**src/rtl/alu8_pkg.sv**
```systemverilog
package alu8_pkg;
  typedef enum logic [3:0] {
    OP_ADD  = 4'd0,
    OP_ADC  = 4'd1,
    OP_SUB  = 4'd2,
    OP_SBC  = 4'd3,
    OP_AND  = 4'd4,
    OP_OR   = 4'd5,
    OP_XOR  = 4'd6,
    OP_CMP  = 4'd7,
    OP_INC  = 4'd8,
    OP_DEC  = 4'd9,
    OP_DAA  = 4'd10,
    OP_CPL  = 4'd11,
    OP_SCF  = 4'd12,
    OP_CCF  = 4'd13,
    OP_PASS = 4'd14
  } alu_op_e;

  localparam int FZ = 3;
  localparam int FN = 2;
  localparam int FH = 1;
  localparam int FC = 0;
  localparam int NFLAGS = 4;

  typedef enum logic [1:0] {
    LG_AND = 2'd0,
    LG_OR  = 2'd1,
    LG_XOR = 2'd2
  } logic_kind_e;
endpackage

```
**src/rtl/alu8_addsub.sv**
```systemverilog
module alu8_addsub #(
  parameter int DW = 8
) (
  input  logic [DW-1:0] x_i,
  input  logic [DW-1:0] y_i,
  input  logic          cin_i,
  input  logic          sub_i,
  output logic [DW-1:0] r_o,
  output logic          hc_o,
  output logic          cy_o
);
  localparam int NB = DW / 2;

  logic [DW:0] wide;
  logic [NB:0] low;

  always_comb begin
    if (!sub_i) begin
      wide = {1'b0, x_i} + {1'b0, y_i} + {{DW{1'b0}}, cin_i};
      low  = {1'b0, x_i[NB-1:0]} + {1'b0, y_i[NB-1:0]} + {{NB{1'b0}}, cin_i};
    end else begin
      // A negative difference wraps and sets the top bit, which is the borrow.
      wide = {1'b0, x_i} - {1'b0, y_i} - {{DW{1'b0}}, cin_i};
      low  = {1'b0, x_i[NB-1:0]} - {1'b0, y_i[NB-1:0]} - {{NB{1'b0}}, cin_i};
    end
  end

  assign r_o  = wide[DW-1:0];
  assign cy_o = wide[DW];
  assign hc_o = low[NB];
endmodule

```
**src/rtl/alu8_logic.sv**
```systemverilog
module alu8_logic #(
  parameter int DW = 8
) (
  input  alu8_pkg::logic_kind_e kind_i,
  input  logic [DW-1:0]         x_i,
  input  logic [DW-1:0]         y_i,
  output logic [DW-1:0]         r_o
);
  import alu8_pkg::*;

  always_comb begin
    unique case (kind_i)
      LG_AND:  r_o = x_i & y_i;
      LG_OR:   r_o = x_i | y_i;
      default: r_o = x_i ^ y_i;
    endcase
  end
endmodule

```
**src/rtl/alu8_daa.sv**
```systemverilog
module alu8_daa #(
  parameter int DW = 8
) (
  input  logic [DW-1:0] a_i,
  input  logic          n_i,
  input  logic          h_i,
  input  logic          c_i,
  output logic [DW-1:0] r_o,
  output logic          c_o
);
  localparam int NB = DW / 2;
  localparam logic [DW-1:0] LO_ADJ = DW'(6);
  localparam logic [DW-1:0] HI_ADJ = DW'(6) << NB;
  localparam logic [DW-1:0] HI_LIM = DW'(9) | (DW'(9) << NB);

  logic          lo_fix;
  logic          hi_fix;
  logic [DW-1:0] adj;

  always_comb begin
    lo_fix = h_i || (!n_i && (a_i[NB-1:0] > NB'(9)));
    hi_fix = c_i || (!n_i && (a_i > HI_LIM));
    adj    = (hi_fix ? HI_ADJ : '0) | (lo_fix ? LO_ADJ : '0);
    r_o    = n_i ? (a_i - adj) : (a_i + adj);
    c_o    = hi_fix;
  end
endmodule

```
**src/rtl/alu8.sv**
```systemverilog
module alu8 #(
  parameter int DW = 8
) (
  input  logic          clk,
  input  logic          rst,
  input  logic [3:0]    op_i,
  input  logic [DW-1:0] opa_i,
  input  logic [DW-1:0] opb_i,
  input  logic [3:0]    flags_i,
  output logic [DW-1:0] res_o,
  output logic [3:0]    flags_o,
  output logic [3:0]    wmask_o
);
  import alu8_pkg::*;

  alu_op_e     op;
  logic [DW-1:0] as_x, as_y, as_r, lg_r, daa_r, res_nxt;
  logic          as_cin, as_sub, as_hc, as_cy, daa_c;
  logic_kind_e   lg_kind;
  logic [NFLAGS-1:0] calc, mask, merged;

  assign op = alu_op_e'(op_i);

  // Operand steering for the shared adder/subtractor.
  always_comb begin
    as_x   = ((op == OP_INC) || (op == OP_DEC)) ? opb_i : opa_i;
    as_y   = ((op == OP_INC) || (op == OP_DEC)) ? DW'(1) : opb_i;
    as_cin = ((op == OP_ADC) || (op == OP_SBC)) ? flags_i[FC] : 1'b0;
    as_sub = (op == OP_SUB) || (op == OP_SBC) || (op == OP_CMP) || (op == OP_DEC);
    lg_kind = (op == OP_AND) ? LG_AND : ((op == OP_OR) ? LG_OR : LG_XOR);
  end

  alu8_addsub #(.DW(DW)) u_addsub (
    .x_i(as_x), .y_i(as_y), .cin_i(as_cin), .sub_i(as_sub),
    .r_o(as_r), .hc_o(as_hc), .cy_o(as_cy)
  );

  alu8_logic #(.DW(DW)) u_logic (
    .kind_i(lg_kind), .x_i(opa_i), .y_i(opb_i), .r_o(lg_r)
  );

  alu8_daa #(.DW(DW)) u_daa (
    .a_i(opa_i), .n_i(flags_i[FN]), .h_i(flags_i[FH]), .c_i(flags_i[FC]),
    .r_o(daa_r), .c_o(daa_c)
  );

  // Per-operation result and flag policy, as {Z,N,H,C}.
  always_comb begin
    res_nxt = opa_i;
    calc    = '0;
    mask    = '0;
    case (op)
      OP_ADD, OP_ADC: begin
        res_nxt = as_r;
        calc = {as_r == '0, 1'b0, as_hc, as_cy};
        mask = 4'b1111;
      end
      OP_SUB, OP_SBC: begin
        res_nxt = as_r;
        calc = {as_r == '0, 1'b1, as_hc, as_cy};
        mask = 4'b1111;
      end
      OP_CMP: begin
        calc = {as_r == '0, 1'b1, as_hc, as_cy};
        mask = 4'b1111;
      end
      OP_AND: begin
        res_nxt = lg_r;
        calc = {lg_r == '0, 1'b0, 1'b1, 1'b0};
        mask = 4'b1111;
      end
      OP_OR, OP_XOR: begin
        res_nxt = lg_r;
        calc = {lg_r == '0, 3'b000};
        mask = 4'b1111;
      end
      OP_INC: begin
        res_nxt = as_r;
        calc = {as_r == '0, 1'b0, as_hc, 1'b0};
        mask = 4'b1110;
      end
      OP_DEC: begin
        res_nxt = as_r;
        calc = {as_r == '0, 1'b1, as_hc, 1'b0};
        mask = 4'b1110;
      end
      OP_DAA: begin
        res_nxt = daa_r;
        calc = {daa_r == '0, 1'b0, 1'b0, daa_c};
        mask = 4'b1011;
      end
      OP_CPL: begin
        res_nxt = ~opa_i;
        calc = 4'b0110;
        mask = 4'b0110;
      end
      OP_SCF: begin
        calc = 4'b0001;
        mask = 4'b0111;
      end
      OP_CCF: begin
        calc = {3'b000, ~flags_i[FC]};
        mask = 4'b0111;
      end
      default: begin
        calc = '0;
        mask = '0;
      end
    endcase
  end

  // Merge computed flags with the incoming nibble, bit by bit.
  for (genvar i = 0; i < NFLAGS; i++) begin : g_merge
    assign merged[i] = mask[i] ? calc[i] : flags_i[i];
  end

  always_ff @(posedge clk) begin
    if (rst) begin
      res_o   <= '0;
      flags_o <= '0;
      wmask_o <= '0;
    end else begin
      res_o   <= res_nxt;
      flags_o <= merged;
      wmask_o <= mask;
    end
  end

  // flags outside the mask carry the incoming values.
  a_r9_masked_pass: assert property (@(posedge clk) disable iff (rst)
    !$past(rst) |-> (((flags_o ^ $past(flags_i)) & ~wmask_o) == 4'b0000));

  // compare leaves the primary operand as result.
  a_r3_cmp_keeps_a: assert property (@(posedge clk) disable iff (rst)
    (!$past(rst) && $past(op_i) == 4'd7) |-> (res_o == $past(opa_i)));

  // increment and decrement keep C.
  a_r5_keep_carry: assert property (@(posedge clk) disable iff (rst)
    (!$past(rst) && ($past(op_i) == 4'd8 || $past(op_i) == 4'd9))
      |-> (flags_o[0] == $past(flags_i[0]) && !wmask_o[0]));

  // subtract-type codes report N=1.
  a_r2_sub_sets_n: assert property (@(posedge clk) disable iff (rst)
    (!$past(rst) && ($past(op_i) == 4'd2 || $past(op_i) == 4'd3 || $past(op_i) == 4'd7))
      |-> flags_o[2]);

  // Z agrees with the stored result for result-driven codes.
  a_r1_zero_matches: assert property (@(posedge clk) disable iff (rst)
    (!$past(rst) && ($past(op_i) <= 4'd10) && ($past(op_i) != 4'd7))
      |-> (flags_o[3] == (res_o == '0)));
endmodule

```
**config.mk**
```make
export PLATFORM = sky130hd
export DESIGN_NAME = alu8
export DESIGN_NICKNAME = d
export VERILOG_FILES = /design/src/rtl/alu8_pkg.sv /design/src/rtl/alu8_addsub.sv /design/src/rtl/alu8_logic.sv /design/src/rtl/alu8_daa.sv /design/src/rtl/alu8.sv
export SDC_FILE = /design/constraint.sdc
export NUM_CORES = 1
export LEC_CHECK = 0
export BUFFER_PORTS_ARGS = -buffer_cell sky130_fd_sc_hd__buf_4
export CORE_ASPECT_RATIO = 0.7
export CORE_MARGIN = 2
export CORE_UTILIZATION = 55
export CTS_BUF_LIST = sky130_fd_sc_hd__clkbuf_4
export DETAILED_ROUTE_END_ITERATION = 7
export PLACE_DENSITY = 0.78
export SLEW_MARGIN = 30
export SYNTH_ARGS = -nofsm -noshare
export SYNTH_HDL_FRONTEND = slang
export SYNTH_SLANG_ARGS = --single-unit
export TNS_END_PERCENT = 5
```
**constraint.sdc**
```tcl
create_clock -name clk -period 7.1 [get_ports clk]
set_input_delay 0.71 -clock clk [delete_from_list [all_inputs] [get_ports clk]]
set_output_delay 0.71 -clock clk [all_outputs]
set_load 0.05 [all_outputs]
```
==> flow_summary.json <==
{
  "hold_depth": 2,
  "syn_area_um2": 2728,
  "cts.clk_slew.worst_paths_ns": 0.08,
  "num_rows": 21,
  "die_y_um": 62.92,
  "nNetsFinal": 489,
  "hp-class": "primary input to flop",
  "antenna_left": 0,
  "postCtsHoldBufs": 0,
  "rsz0062_at_grt": "no",
  "grt_use_met1_pct": 45.26,
  "cts_root_buffer": "clkbuf_4",
  "ir_worst_vdd_uv": 70.17,
  "met3_usage_pct": 2.114,
  "drt_iter0_drc": 480,
  "top_usage_layer": "met1",
  "grt_pass1_vias": 2582,
  "h-tree-depth": 1,
  "use_met2_pct": 43.14,
  "leakagePower_uw": 0.001525,
  "avgViaCountPerCell": 6.100,
  "synth.top_cell.area_share_pct": 20.18,
  "tns_ns": 0,
  "critical_path_class": "primary input to flop",
  "slew_viol_final": 0,
  "ys_ff_latch": 16,
  "grt_pass1_wl_mm": 12.78,
  "min_period_ns": 4.052,
  "relSlewSlack_pct": 38.62,
  "netlist_top_cells_count": "44 x ha_1, 44 x inv_1, 42 x nor2_1",
  "power_density_nw_per_um2": 140.4,
  "die_area_um2": 5548,
  "critPathLaunchType": "primary input",
  "clock.fmax_mhz": 246.8,
  "yosys.cell_types.count": 53,
  "final_core_util_pct": 64.31,
  "place.gp.congestion": 0.9625,
  "detailed_place_hpwl_mm": 6.486,
  "crit_path_end_kind": "flop",
  "violations": "design-rule violations",
  "yosysTopAreaCell": "ha_1",
  "cts_setup_buffers": 0,
  "arrival_ns": 4.28,
  "worst-path-max-fanout": 28,
  "initial_utilization_pct": 57.04,
  "antenna_cells": 0,
  "core-area_um2": 4782,
  "cts_tree": "built",
  "async_flop_share_pct": 0,
  "firstDrtPassIters": 7,
  "setup_viol_count_final": 0,
  "synth-seq-area-share_pct": 11.74,
  "post-route-period-util_pct": 57.07,
  "ys_warn_count": 0,
  "maxCapViolations": 0,
  "ctsLongestPathBuffers": 2,
  "worstMarginPinSlew_ns": 0.9197,
  "fp.dieW_um": 88.17,
  "netlist_instances": 385,
  "overflow": 0,
  "drc_errors": 1,
  "synth_edf_count": 0,
  "hp-start": "rst",
  "numPortBuffers": 41,
  "cts.repair.resized": 0,
  "outcome": "complete, but fails checks",
  "syn_nets": 459,
  "vias": 2940,
  "startpoint": "op_i[2]",
  "hold_violations": 0,
  "clock_sinks": 16,
  "grt_usage_pct": 29.00,
  "numCtsBuffers": 3,
  "drive_above_1_share_pct": 12.83,
  "antenna_found_initial": 0,
  "wire_per_inst_um": 16.36,
  "synth_flop_cell": "dfxtp_1",
  "synth_area_leaders": "ha_1 20%, dfxtp_1 12%, inv_1 6.1%",
  "grt_max_degree": 30,
  "pin_count": 42,
  "syn_avg_cell_area_um2": 7.085,
  "wirelength_mm": 7.887,
  "area_delta_synth_final_pct": 12.75,
  "required_ns": 7.33
}
-- cell families after synthesis --
logic type	count (synthesis)	synth area share, %
and+or+nand+nor	124	21.51
AOI/OAI and AO/OA	114	27.48
buffers and inverters	61	8.853
adders and majority gates	48	23.12
xor gates and xnor gates	17	5.459
DFF	16	11.74
muxes	5	1.835
-- area by class of cell --
type | count | area (µm²)
Clock buffer | 3 | 22.52
Fill cell | 467 | 1707
Inverter | 44 | 165.2
Multi-Input combinational cell | 308 | 2166
Sequential cell | 16 | 320.3
Tap cell | 69 | 86.33
Timing Repair Buffer | 42 | 315.3
-- critical path: stages --
cell and delay (ns):
buf_4 0.20, nor3b_4 0.80, nor2_1 0.08, a21o_1 0.20, ha_1 0.37, ha_1 0.28, or3_1 0.40, or4_1 0.40
o22ai_1 0.17, xnor2_1 0.14, nor2_1 0.07, a211oi_1 0.24, o221a_2 0.22
-- power breakdown --
group          internal [µW]  total [µW]  leakage (µW)  switching [µW]
Sequential              97.9         100      0.000133            2.13
Clock                   19.7        45.6     0.0000138            25.9
Combinational            110         286       0.00138             176
Total                    227         432       0.00153             204
-- flip-flops by register name, indices dropped and copies added (netlist names) --
register  cells
flags_o       4
res_o         8
wmask_o       4
-- stage by stage --
stage / cells / power, µW / hold WS [ns] / worst slack, ns / cell area, µm²
after CTS: 482 / 425.3 / 0.7185 / 3.132 / 3075
after global placement: 479 / 376.6 / 0.9945 / 2.909 / 3053
after global routing: 482 / 462.8 / 0.7148 / 2.837 / 3075
after detailed placement: 479 / 381.5 / 1.012 / 2.858 / 3053
final: 482 / 431.7 / 0.7106 / 3.048 / 3075
after floorplan: 385 / 305.9 / 0.7893 / 3.372 / 2728
-- routing by layer --
layer / vias to the layer above / part of all wire, %
li1: 1407 / -
met1: 1323 / 46
met2: 190 / 42
met3: 20 / 11
met4: 0 / 1.9
met5: - / 0
-- placed cells by master, fill, tap and decap left out, drive strengths merged, types with 4 or more instances in the layout --
cell type and count:
inv 44, nand2 33, nand3 5, buf 42, a21o 10, nor2b 6
nor2 42, xnor2 10, a31oi 6, mux2i 5, xor2 7, o22ai 6
or3 4, dfxtp 16, a21oi 23, ha 44, nor3 11, nand2b 6
o21ai 30, o21a 7, a211oi 4, fa 4
-- final timing paths --
kind	end
setup / recovery	res_o[7]$_SDFF_PP0_
hold / removal	wmask_o[1]$_SDFF_PP0_
Note: power is estimated with default switching activity, not from simulation.
